--- src/rtl/irq_ctrl7.sv ---
module irq_ctrl7 #(
  parameter int NSRC = 7,
  parameter int VW = 8,
  parameter logic [VW-1:0] VEC_BASE = 8'h03,
  parameter int VEC_STEP = 8
) (
  input  logic          clk,
  input  logic          rst_n,
  input  logic          tick,
  input  logic          en_we,
  input  logic [7:0]    en_wdata,
  input  logic          pri_we,
  input  logic [7:0]    pri_wdata,
  output logic [7:0]    en_q,
  output logic [7:0]    pri_q,
  input  logic          ext0_req,
  input  logic          ext0_edge,
  input  logic          tmr0_req,
  input  logic          ext1_req,
  input  logic          ext1_edge,
  input  logic          tmr1_req,
  input  logic          ser_rx,
  input  logic          ser_tx,
  input  logic          ibuf_req,
  input  logic          obuf_req,
  input  logic          irq_ack,
  input  logic          irq_ret,
  output logic          irq_req,
  output logic [VW-1:0] irq_vec,
  output logic [1:0]    in_service,
  output logic [3:0]    flag_clr
);
  localparam int IW = $clog2(NSRC);

  logic [7:0]      en_r;
  logic [NSRC-1:0] pri_r;
  logic            req_q, lvl_q;
  logic [IW-1:0]   idx_q;
  logic [1:0]      isv;

  function automatic logic [IW-1:0] pick(input logic [NSRC-1:0] m);
    if (m[0])      pick = IW'(0);
    else if (m[1]) pick = IW'(1);
    else if (m[2]) pick = IW'(2);
    else if (m[3]) pick = IW'(3);
    else if (m[6]) pick = IW'(6);
    else if (m[4]) pick = IW'(4);
    else           pick = IW'(5);
  endfunction

  wire [NSRC-1:0] src  = {obuf_req, ibuf_req, ser_rx | ser_tx, tmr1_req, ext1_req, tmr0_req, ext0_req};
  wire [NSRC-1:0] pend = src & en_r[NSRC-1:0] & {NSRC{en_r[7]}};
  wire [NSRC-1:0] hi   = pend & pri_r;
  wire [NSRC-1:0] lo   = pend & ~pri_r;
  wire hi_ok = (|hi) && !isv[1];
  wire lo_ok = (|lo) && (isv == 2'b00);
  wire [IW-1:0] win_idx = hi_ok ? pick(hi) : pick(lo);
  wire take   = tick && !req_q && !irq_ack && (hi_ok || lo_ok);
  wire ack_ok = irq_ack && req_q;

  logic [1:0] isv_ret, isv_nxt;
  logic [3:0] clr_nxt;

  always_comb begin
    isv_ret = isv;
    if (irq_ret) isv_ret = isv[1] ? {1'b0, isv[0]} : 2'b00;
    isv_nxt = isv_ret;
    if (ack_ok) isv_nxt = isv_ret | (lvl_q ? 2'b10 : 2'b01);
    clr_nxt = 4'b0000;
    if (ack_ok) begin
      case (idx_q)
        IW'(0): clr_nxt = {3'b000, ext0_edge};
        IW'(1): clr_nxt = 4'b0010;
        IW'(2): clr_nxt = {1'b0, ext1_edge, 2'b00};
        IW'(3): clr_nxt = 4'b1000;
        default: clr_nxt = 4'b0000;
      endcase
    end
  end

  always_ff @(posedge clk) begin
    if (!rst_n) begin
      en_r <= '0; pri_r <= '0;
      req_q <= 1'b0; lvl_q <= 1'b0; idx_q <= '0;
      isv <= 2'b00; flag_clr <= 4'b0000;
    end else begin
      if (en_we)  en_r  <= en_wdata;
      if (pri_we) pri_r <= pri_wdata[NSRC-1:0];
      if (ack_ok) req_q <= 1'b0;
      else if (take) begin
        req_q <= 1'b1;
        lvl_q <= hi_ok;
        idx_q <= win_idx;
      end
      isv      <= isv_nxt;
      flag_clr <= clr_nxt;
    end
  end

  assign en_q       = en_r;
  assign pri_q      = {1'b0, pri_r};
  assign irq_req    = req_q;
  assign irq_vec    = VEC_BASE + VW'(VEC_STEP) * VW'(idx_q);
  assign in_service = isv;

  p_hold_vec_r5: assert property (@(posedge clk) disable iff (!rst_n)
    (irq_req && !irq_ack) |=> (irq_req && $stable(irq_vec)));
  p_global_off_r2: assert property (@(posedge clk) disable iff (!rst_n)
    (!irq_req && !en_q[7]) |=> !irq_req);
  p_no_raise_high_busy_r6: assert property (@(posedge clk) disable iff (!rst_n)
    (!irq_req && in_service[1]) |=> !irq_req);
  p_sample_on_tick_r11: assert property (@(posedge clk) disable iff (!rst_n)
    (!irq_req && !tick) |=> !irq_req);
  p_ret_drops_one_r7: assert property (@(posedge clk) disable iff (!rst_n)
    (irq_ret && !irq_ack && in_service != 2'b00) |=>
      ($countones(in_service) == $countones($past(in_service)) - 1));
  p_clr_onehot_r8: assert property (@(posedge clk) disable iff (!rst_n)
    $onehot0(flag_clr));
  p_clr_after_ack_r8: assert property (@(posedge clk) disable iff (!rst_n)
    (irq_ack && !irq_req) |=> (flag_clr == 4'b0000));
  p_rsvd_zero_r10: assert property (@(posedge clk) disable iff (!rst_n)
    !pri_q[7]);
endmodule

--- config.mk ---
export PLATFORM = sky130hd
export DESIGN_NAME = irq_ctrl7
export DESIGN_NICKNAME = d
export VERILOG_FILES = /design/src/rtl/irq_ctrl7.sv
export SDC_FILE = /design/constraint.sdc
export NUM_CORES = 1
export LEC_CHECK = 0
export ABC_AREA = 1
export BUFFER_PORTS_ARGS = -buffer_cell sky130_fd_sc_hd__buf_4
export CAP_MARGIN = 20
export CORE_MARGIN = 4
export CORE_UTILIZATION = 45
export CTS_CLUSTER_DIAMETER = 40
export DETAILED_ROUTE_END_ITERATION = 12
export PLACE_DENSITY = 0.78
export SLEW_MARGIN = 20
export SYNTH_ARGS = -nofsm -noshare
export SYNTH_HDL_FRONTEND = slang
export SYNTH_SLANG_ARGS = --single-unit
--- constraint.sdc ---
create_clock -name clk -period 1.8 [get_ports clk]
set_input_delay 0.18 -clock clk [delete_from_list [all_inputs] [get_ports clk]]
set_output_delay 0.18 -clock clk [all_outputs]
set_load 0.02 [all_outputs]
* After elaboration in Yosys (flattened, before gate mapping) *
Index checks and enable logic that the tools add are counted.
Widths: inputs -> output; s select.

word-level totals
  logic and storage cells = 55
  register bits after elaboration = 26
  input port bits = 33

operators by class
  reductions and logical operators = 17
  add/subtract/negate cells = 1
  mux-type cells = 18
  bitwise gates (word level) = 9
  equal/unequal tests = 3

operators with widths
  cell                 number
  $and 7x7->7          4
  $mux 3               9
  $pmux 4 s4           1
  $reduce_or 7->1      2
  $mux 2               5
  $add 2x6->7 const A  1
  $not 7->7            1
  $eq 3x2->1 const B   2
  $logic_and 1x1->1    6
  $reduce_and 2->1     2
  $eq 3x1->1 const B   1
  $logic_not 1->1      3
  $logic_not 3->1      1
  $mux 1               3
  $logic_not 2->1      1
  $not 1->1            2
  $or 2x2->2           1
  $reduce_or 2->1      1
  $logic_or 1x1->1     1
  $or 1x1->1           1

* Logic depth before layout (Yosys ltp) *
Gate-level depths: netlist of the first run.

  depth after elaboration = 11
  mapped depth = 12
  mapped depth without buffers = 12

* Worst setup path after synthesis of the first run *
OpenSTA, ideal clock, no wires.

  path type = reg-to-reg
  from = register en_r[7] (netlist: en_q[7])
  to = register idx_q[1]
  cell stages (with the launch flop) = 11
  data required time = 1.687 ns
  data arrival time = 1.320 ns
  buffers on the path = 1
  library setup time = 0.113 ns
  setup slack = 0.366 ns
  cells stage by stage = dfxtp_1 -> buf_6 -> nand4_2 -> nand2_2 -> nor2_4 -> nand2_4 -> nand3_4 -> nand2_4 -> inv_2 -> nor2_1 -> nor2_1

between the ends
  word-level cells in the longest chain between the ends = 8

ends and longest elaborated chain
  item                            line    RTL
  from (decl)                     35      logic [7:0] en_r;
  from (signal assigned)          87      if (en_we) en_r <= en_wdata;
  $and 7x7->7 *                   52      wire [NSRC-1:0] pend = src & en_r[NSRC-1:0] & {NSRC{en_r[7]}};
  $and 7x7->7 (on tied branches)  54, 53
  $mux 2                          46      else if (m[6]) pick = IW'(6);
  $mux 3                          45      else if (m[3]) pick = IW'(3);
  $mux 3                          44      else if (m[2]) pick = IW'(2);
  $mux 3                          43      else if (m[1]) pick = IW'(1);
  $mux 3                          42      if (m[0]) pick = IW'(0);
  $mux 3                          57      wire [IW-1:0] win_idx = hi_ok ? pick(hi) : pick(lo);
  to (signal assigned)            93      idx_q <= win_idx;
  to (decl)                       38      logic [IW-1:0] idx_q;

Mark *: on every way between the ends. The rest lies on a longest branch, timed or not.
A chain may end at the register's enable or synchronous reset.

* Final worst setup path of the first run *
  from = register en_r[7] (netlist: en_q[7])
  to = register idx_q[0]

between the ends
  word-level cells in the longest chain between the ends = 9

ends and longest elaborated chain
  item                            line    RTL
  $and 7x7->7 *                   52
  $and 7x7->7 (on tied branches)  54, 53
  $mux 1                          47      else if (m[4]) pick = IW'(4);
  $mux 2                          46
  $mux 3                          45
  $mux 3                          44
  $mux 3                          43
  $mux 3                          42
  $mux 3                          57

Marked as above.

==> results.py, run 1 <==
metrics = {
    "outcome": {
        "status": "finished clean",
    },
    "sta": {
        "fmax_mhz": 707,
        "period_minus_slack_ns": 1.41,
        "clock_skew_ns": 0.00430,
        "slew_viol_final": 0,
        "fin_crit_sh": 0.785,
        "fin_setup_tns_ns": 0,
        "rsz0062_at_grt": "false",
        "worst_slack_ns": 0.386,
        "setup_viol_count_final": 0,
        "finalHoldViolCount": 0,
    },
    "power": {
        "power.share.clock": 0.248,
        "pwr-share-comb": 0.216,
        "power.net_switching_uw": 334,
        "intPower_uw": 843,
        "p_leak_uw": 0.000947,
        "ir_drop_v": 0.000358,
        "power_density_nw_per_um2": 656,
        "p_sw_frac": 0.284,
        "power_frac_seq": 0.537,
    },
    "synth": {
        "syn_area_per_cell_um2": 7.36,
        "syn_area_um2": 1340,
        "synth_simple_gate_area_frac": 0.381,
        "synth_compound_area_frac": 0.107,
        "synth_cell_types": 27,
        "synth_xor_area_frac": 0,
        "yosysSeqAreaShare": 0.388,
        "syn_inst": 182,
        "yosys.area_share.adder": 0,
        "synth-warning-count": 0,
        "synth_top_family_by_area": "simple AND/OR/NAND/NOR gates",
        "ys_seq_elements": 26,
        "muxShareOfSynthArea": 0,
    },
    "place": {
        "hpwl_um": 2530,
        "gp_congestion": 0.826,
        "post-place-ws_ns": 0.399,
        "portBuffers": 56,
    },
    "critical_path": {
        "max_stage_delay_ns": 0.34,
        "cp-start-kind": "flip-flop",
        "crit_path_end_kind": "flip-flop",
        "cpMostUsedCell": "nand2_1",
        "required_ns": 2.04,
        "r2r_cells": 13,
        "worst_path_max_delay_cell": "dfxtp_1",
        "worstSetupEndpoint": "idx_q[0]$_SDFFE_PN0P_",
        "cp-startpoint": "en_q[7]$_SDFFE_PN0P_",
        "crit_type": "reg2reg",
        "r2r-end": "idx_q[0]$_SDFFE_PN0P_",
        "ff2ff_setup_slack_ns": 0.39,
        "crit_chain": "buf_4 -> nand2_1 -> inv_1 -> nand3_1 -> nand2_2 -> nor2_4 -> nand2_4 -> nand3_4 -> nand3_1 -> nand2_1 -> clkinv_1 -> nand2_1 -> inv_1",
        "worstPathMaxFanout": 6,
        "r2r_start": "en_q[7]$_SDFFE_PN0P_",
        "cp.arrival_ns": 1.65,
    },
    "min_path": {
        "hold_depth": 3,
        "hold_start": "en_wdata[5]",
        "hold_path.class": "in2reg",
    },
    "die": {
        "core_um2": 2810,
        "dieArea_um2": 3920,
        "io_pins": 64,
        "initial_core_util": 0.478,
        "die_h_um": 62.6,
        "num_rows": 19,
        "dieWidth_um": 62.6,
    },
    "route": {
        "dr.pass1.iters": 4,
        "vias_per_cell": 4.84,
        "drt-initial-drc-count": 48,
        "via_count": 1302,
        "wl_per_cell_um": 11.4,
        "ant_nets": 0,
        "wl_um": 3060,
        "drc": 0,
    },
    "final_layout": {
        "antenna_cells": 0,
        "area_delta_synth_final_pct": 33.9,
        "drive_gt1_frac": 0.353,
        "multi_input_area_um2": 677,
        "regArea_um2": 520,
        "finalNetCount": 272,
        "fillers": 282,
    },
    "cts": {
        "numCtsBuffers": 3,
        "clock_sinks": 26,
        "cts_root_buf": "clkbuf_4",
        "post_cts_buffers": 0,
        "cts_tree": "built",
        "cts_buffer_depth": 2,
        "clk_pin_slew_ns": 0.13,
        "htreeDepth": 1,
        "cts-resized-gates": 0,
        "hold_buffers": 0,
        "clk_latency_ns": 0.32,
    },
    "grt": {
        "overflow": 0,
        "grt_util_all_layers": 0.156,
        "grt_max_degree": 22,
        "grt_pass1_vias": 1167,
        "antenna_found_initial": 0,
        "grt_pass1_wl_um": 5070,
    },
    "flow_run": {
        "cap_violations": 0,
    },
}
==> synthesized netlist by cell type (all sizes together) <==
cell type,count,area [um2]
nor3,3,15.0
nand4,11,93.8
conb,2,7.51
nor2,32,148
nand3b,1,7.51
nand2,32,155
or2,1,6.26
buf,8,63.8
nand3,11,72.6
dfxtp,26,521
clkbuf,2,7.51
a21oi,9,48.8
o21ai,19,95.1
inv,22,82.6
nor4,2,12.5
clkinv,1,3.75
==> critical path, delay by kind of cell (launching register included) <==
kind | cells | cell delay [ns]
buffers and inverters | 4 | 0.29
flip-flops | 1 | 0.34
AND/OR/NAND/NOR | 9 | 0.71
==> power by group through the flow <==
stage / Clock (uW) / Combinational, uW / Sequential (uW)
detailed placement: 0 / 255 / 645
floorplan: 0 / 113 / 676
CTS: 306 / 256 / 632
global route: 327 / 278 / 638
global placement: 0 / 252 / 643
finish: 291 / 254 / 632
==> metal layers <==
metal	track usage	up-vias	share of wire
li1	-	692	-
met1	0.200	566	0.45
met2	0.256	39	0.47
met3	0.0198	5	0.055
met4	0.0744	0	0.019
met5	0	-	0
==> state kept, by name, summed over array words and instances (netlist names) <==
name and flops:
en_q 8, pri_r 7, flag_clr 4, idx_q 3, in_service 2, irq_req 1, lvl_q 1
==> cell usage in the layout, fill, tap and decap left out, drive strengths merged <==
| cell type | instances |
|---|---|
| buf | 58 |
| a21oi | 9 |
| clkbuf | 4 |
| dfxtp | 26 |
| nand4 | 11 |
| conb | 6 |
| nand3 | 11 |
| nor4 | 2 |
| nor2 | 32 |
| inv | 22 |
| nand3b | 1 |
| or2 | 1 |
| nor3 | 3 |
| nand2 | 32 |
| clkinv | 1 |
| o21ai | 19 |
==> through the flow <==
stage	utilization	hold slack, ns	area [um2]	total power [uW]	instances
floorplan	-	0.298	1360	789	186
global placement	0.627	0.404	1760	896	265
detailed placement	0.627	0.408	1760	900	265
CTS	0.640	0.0626	1790	1190	269
global route	0.640	0.0539	1790	1240	269
finish	0.640	0.0640	1790	1180	269
==> area by class of cell <==
type / count / area share
repair buffers: 58 / 0.243
clock buffers: 4 / 0.0202
multi-input cells: 127 / 0.377
well taps: 31 / 0.0216
inverters: 23 / 0.0481
flip-flops and latches: 26 / 0.290
==> worst min-delay path by stage <==
stage	end
6_report	en_q[5]$_SDFFE_PN0P_
5_1_grt	en_q[6]$_SDFFE_PN0P_
3_3_place_gp	en_q[3]$_SDFFE_PN0P_
2_1_floorplan	flag_clr[0]$_SDFF_PN0_
3_5_place_dp	en_q[5]$_SDFFE_PN0P_
4_1_cts	en_q[5]$_SDFFE_PN0P_
==> cell families (layout without fill, tap and decap cells) <==
kind of cell | after synthesis | in the layout
other | 2 | 6
AND/OR/NAND/NOR | 93 | 93
buffers and inverters | 33 | 85
flip-flops | 26 | 26
AO/OA/AOI/OAI | 28 | 28
(Power assumes the default switching activity.)
==> run 2: changes to the inputs <==
Settings changed: ABC_AREA 1 to 0, CORE_UTILIZATION 45 to 41, PLACE_DENSITY 0.78 to 0.75.
Clock period 1.8 ns to 1.15 ns, I/O delays scaled along.
==> results.py, run 2 <==
metrics = {
    "final_layout": {
        "largest_reg_flops": 8,
        "drive_gt1_frac": 0.518,
        "finalNetCount": 258,
        "layout_commonest_cell": "buf_4",
        "area_delta_synth_final_pct": 61.7,
        "fin_cells": 268,
        "final_cell_mix": "buf_4, dfxtp_1, nor2b_1",
        "antenna_cells": 0,
    },
    "synth": {
        "synth_largest_area_cell": "dfxtp_1",
        "synth_common_cells": "dfxtp_1, nor2b_1, mux2i_1",
        "synth_area_leaders": "dfxtp_1, mux2i_1, nor2b_1",
        "synth_edf_count": 0,
        "async_flop_share": 0,
        "yosysSeqAreaShare": 0.395,
        "synth_top_area_frac": 0.395,
        "yosys_most_used_dff": "dfxtp_1",
        "synth-warning-count": 0,
        "syn_inst": 135,
        "synth_most_common_cell": "dfxtp_1",
        "ys_seq_elements": 26,
        "synth_cell_types": 40,
        "syn_area_per_cell_um2": 9.75,
        "syn_area_um2": 1320,
    },
    "critical_path": {
        "cp-start-kind": "flip-flop",
        "required_ns": 1.39,
        "worstPathMaxFanout": 6,
        "crit_type": "reg2reg",
        "ff2ff_setup_slack_ns": -0.49,
        "cp.arrival_ns": 1.88,
        "crit_path_end_kind": "flip-flop",
    },
    "die": {
        "initial_core_util": 0.431,
        "dieWidth_um": 64.7,
        "core_um2": 3050,
        "dieArea_um2": 4180,
        "die_h_um": 64.7,
        "io_pins": 64,
        "num_rows": 20,
    },
    "place": {
        "post-place-ws_ns": -0.495,
        "hpwl_um": 2890,
        "portBuffers": 56,
        "placed_cells": 260,
        "gp_congestion": 0.918,
    },
    "cts": {
        "clk_pin_slew_ns": 0.14,
        "numCtsBuffers": 3,
        "cts_root_buf": "clkbuf_4",
        "clock_sinks": 26,
        "cts_buffer_depth": 2,
        "htreeDepth": 1,
        "cts_tree": "built",
        "clk_latency_ns": 0.33,
    },
    "sta": {
        "rsz0062_at_grt": "true",
        "clock_skew_ns": 0.00266,
        "slew_viol_final": 0,
        "fin_crit_sh": 1.43,
        "period_minus_slack_ns": 1.64,
        "setup_viol_count_final": 6,
        "fmax_mhz": 610,
        "finalHoldViolCount": 0,
        "worst_slack_ns": -0.489,
        "timing.hold.ws_ns": 0.0352,
    },
    "route": {
        "vias_per_cell": 5.05,
        "wl_per_cell_um": 13.7,
        "drc": 0,
        "ant_nets": 0,
        "via_count": 1353,
        "drt-initial-drc-count": 50,
        "dr.pass1.iters": 4,
        "wl_um": 3660,
    },
    "flow_run": {
        "cap_violations": 0,
    },
    "grt": {
        "grt_max_degree": 23,
        "antenna_found_initial": 0,
        "grt_util_all_layers": 0.183,
        "grt_pass1_vias": 1344,
        "grt_pass1_wl_um": 6110,
        "overflow": 0,
    },
    "outcome": {
        "violations": "negative setup slack",
        "status": "finished, violations left",
    },
    "power": {
        "power_density_nw_per_um2": 910,
        "ir_drop_v": 0.000447,
        "p_leak_uw": 0.00102,
    },
    "min_path": {
        "hold_path.class": "in2reg",
    },
}
==> run 2: worst paths after layout <==
check / startpoint / to / cells past startpoint
worst min-delay path: pri_wdata[6] / pri_r[6]$_SDFFE_PN0P_ / 3
worst max-delay path: en_q[7]$_SDFFE_PN0P_ / irq_req$_SDFFE_PP0P_ / 6
worst max register to register: en_q[7]$_SDFFE_PN0P_ / irq_req$_SDFFE_PP0P_ / 6
worst min register to register: lvl_q$_SDFFE_PN0P_ / in_service[0]$_SDFF_PN0_ / 1
==> run 2: cells by family after synthesis <==
logic type	share of synthesized area
buffers and inverters	0.0713
other	0.00571
AOI/OAI and AO/OA	0.119
DFF	0.395
muxes	0.114
and+or+nand+nor	0.295
==> run 2: timing repair <==
item	in CTS	in global routing
hold buffers	1	1
gates resized for setup	13	11
hold endpoints to repair	1	1
setup buffers	2	0
pin swaps	4	7
setup endpoints to repair	8	12
==> run 2: cell type report <==
| class | instances | area, um2 |
|---|---|---|
| clock buffer | 4 | 47.5 |
| sequential | 26 | 541 |
| fill | 250 | 925 |
| timing repair buffer | 93 | 722 |
| inverter | 2 | 7.51 |
| multi-input combinational | 99 | 756 |
| tap | 44 | 55.1 |
==> run 2: where the power goes <==
part / internal, uW / switching [uW]
registers: 933 / 36.0
logic: 235 / 187
clock network: 266 / 280
==> run 2: layer usage <==
| metal | up-vias | GRT usage | routed length (um) |
|---|---|---|---|
| met5 | - | 0 | 0 |
| met3 | 5 | 0.0433 | 230 |
| met2 | 50 | 0.349 | 1920 |
| met1 | 629 | 0.200 | 1480 |
| li1 | 669 | - | - |
| met4 | 0 | 0.0475 | 31 |
==> run 2: metrics by stage <==
| step | util | power [uW] | instance area (um2) | setup TNS [ns] |
|---|---|---|---|---|
| final | 0.697 | 1940 | 2130 | -2.39 |
| after detailed placement | 0.649 | 1390 | 1980 | -2.34 |
| after CTS | 0.684 | 1950 | 2090 | -2.43 |
| after global routing | 0.697 | 2030 | 2130 | -2.72 |
| after floorplan | - | 1180 | 1340 | -2.21 |
| after global placement | 0.649 | 1370 | 1980 | -2.10 |
==> run 2: worst max-delay path: stages (launching register included) <==
cell and delay [ns]:
dfxtp_4 0.40, buf_6 0.13, nand4b_2 0.09, nand4_1 0.12
o31a_2 0.38, or2_4 0.25, o21a_1 0.19
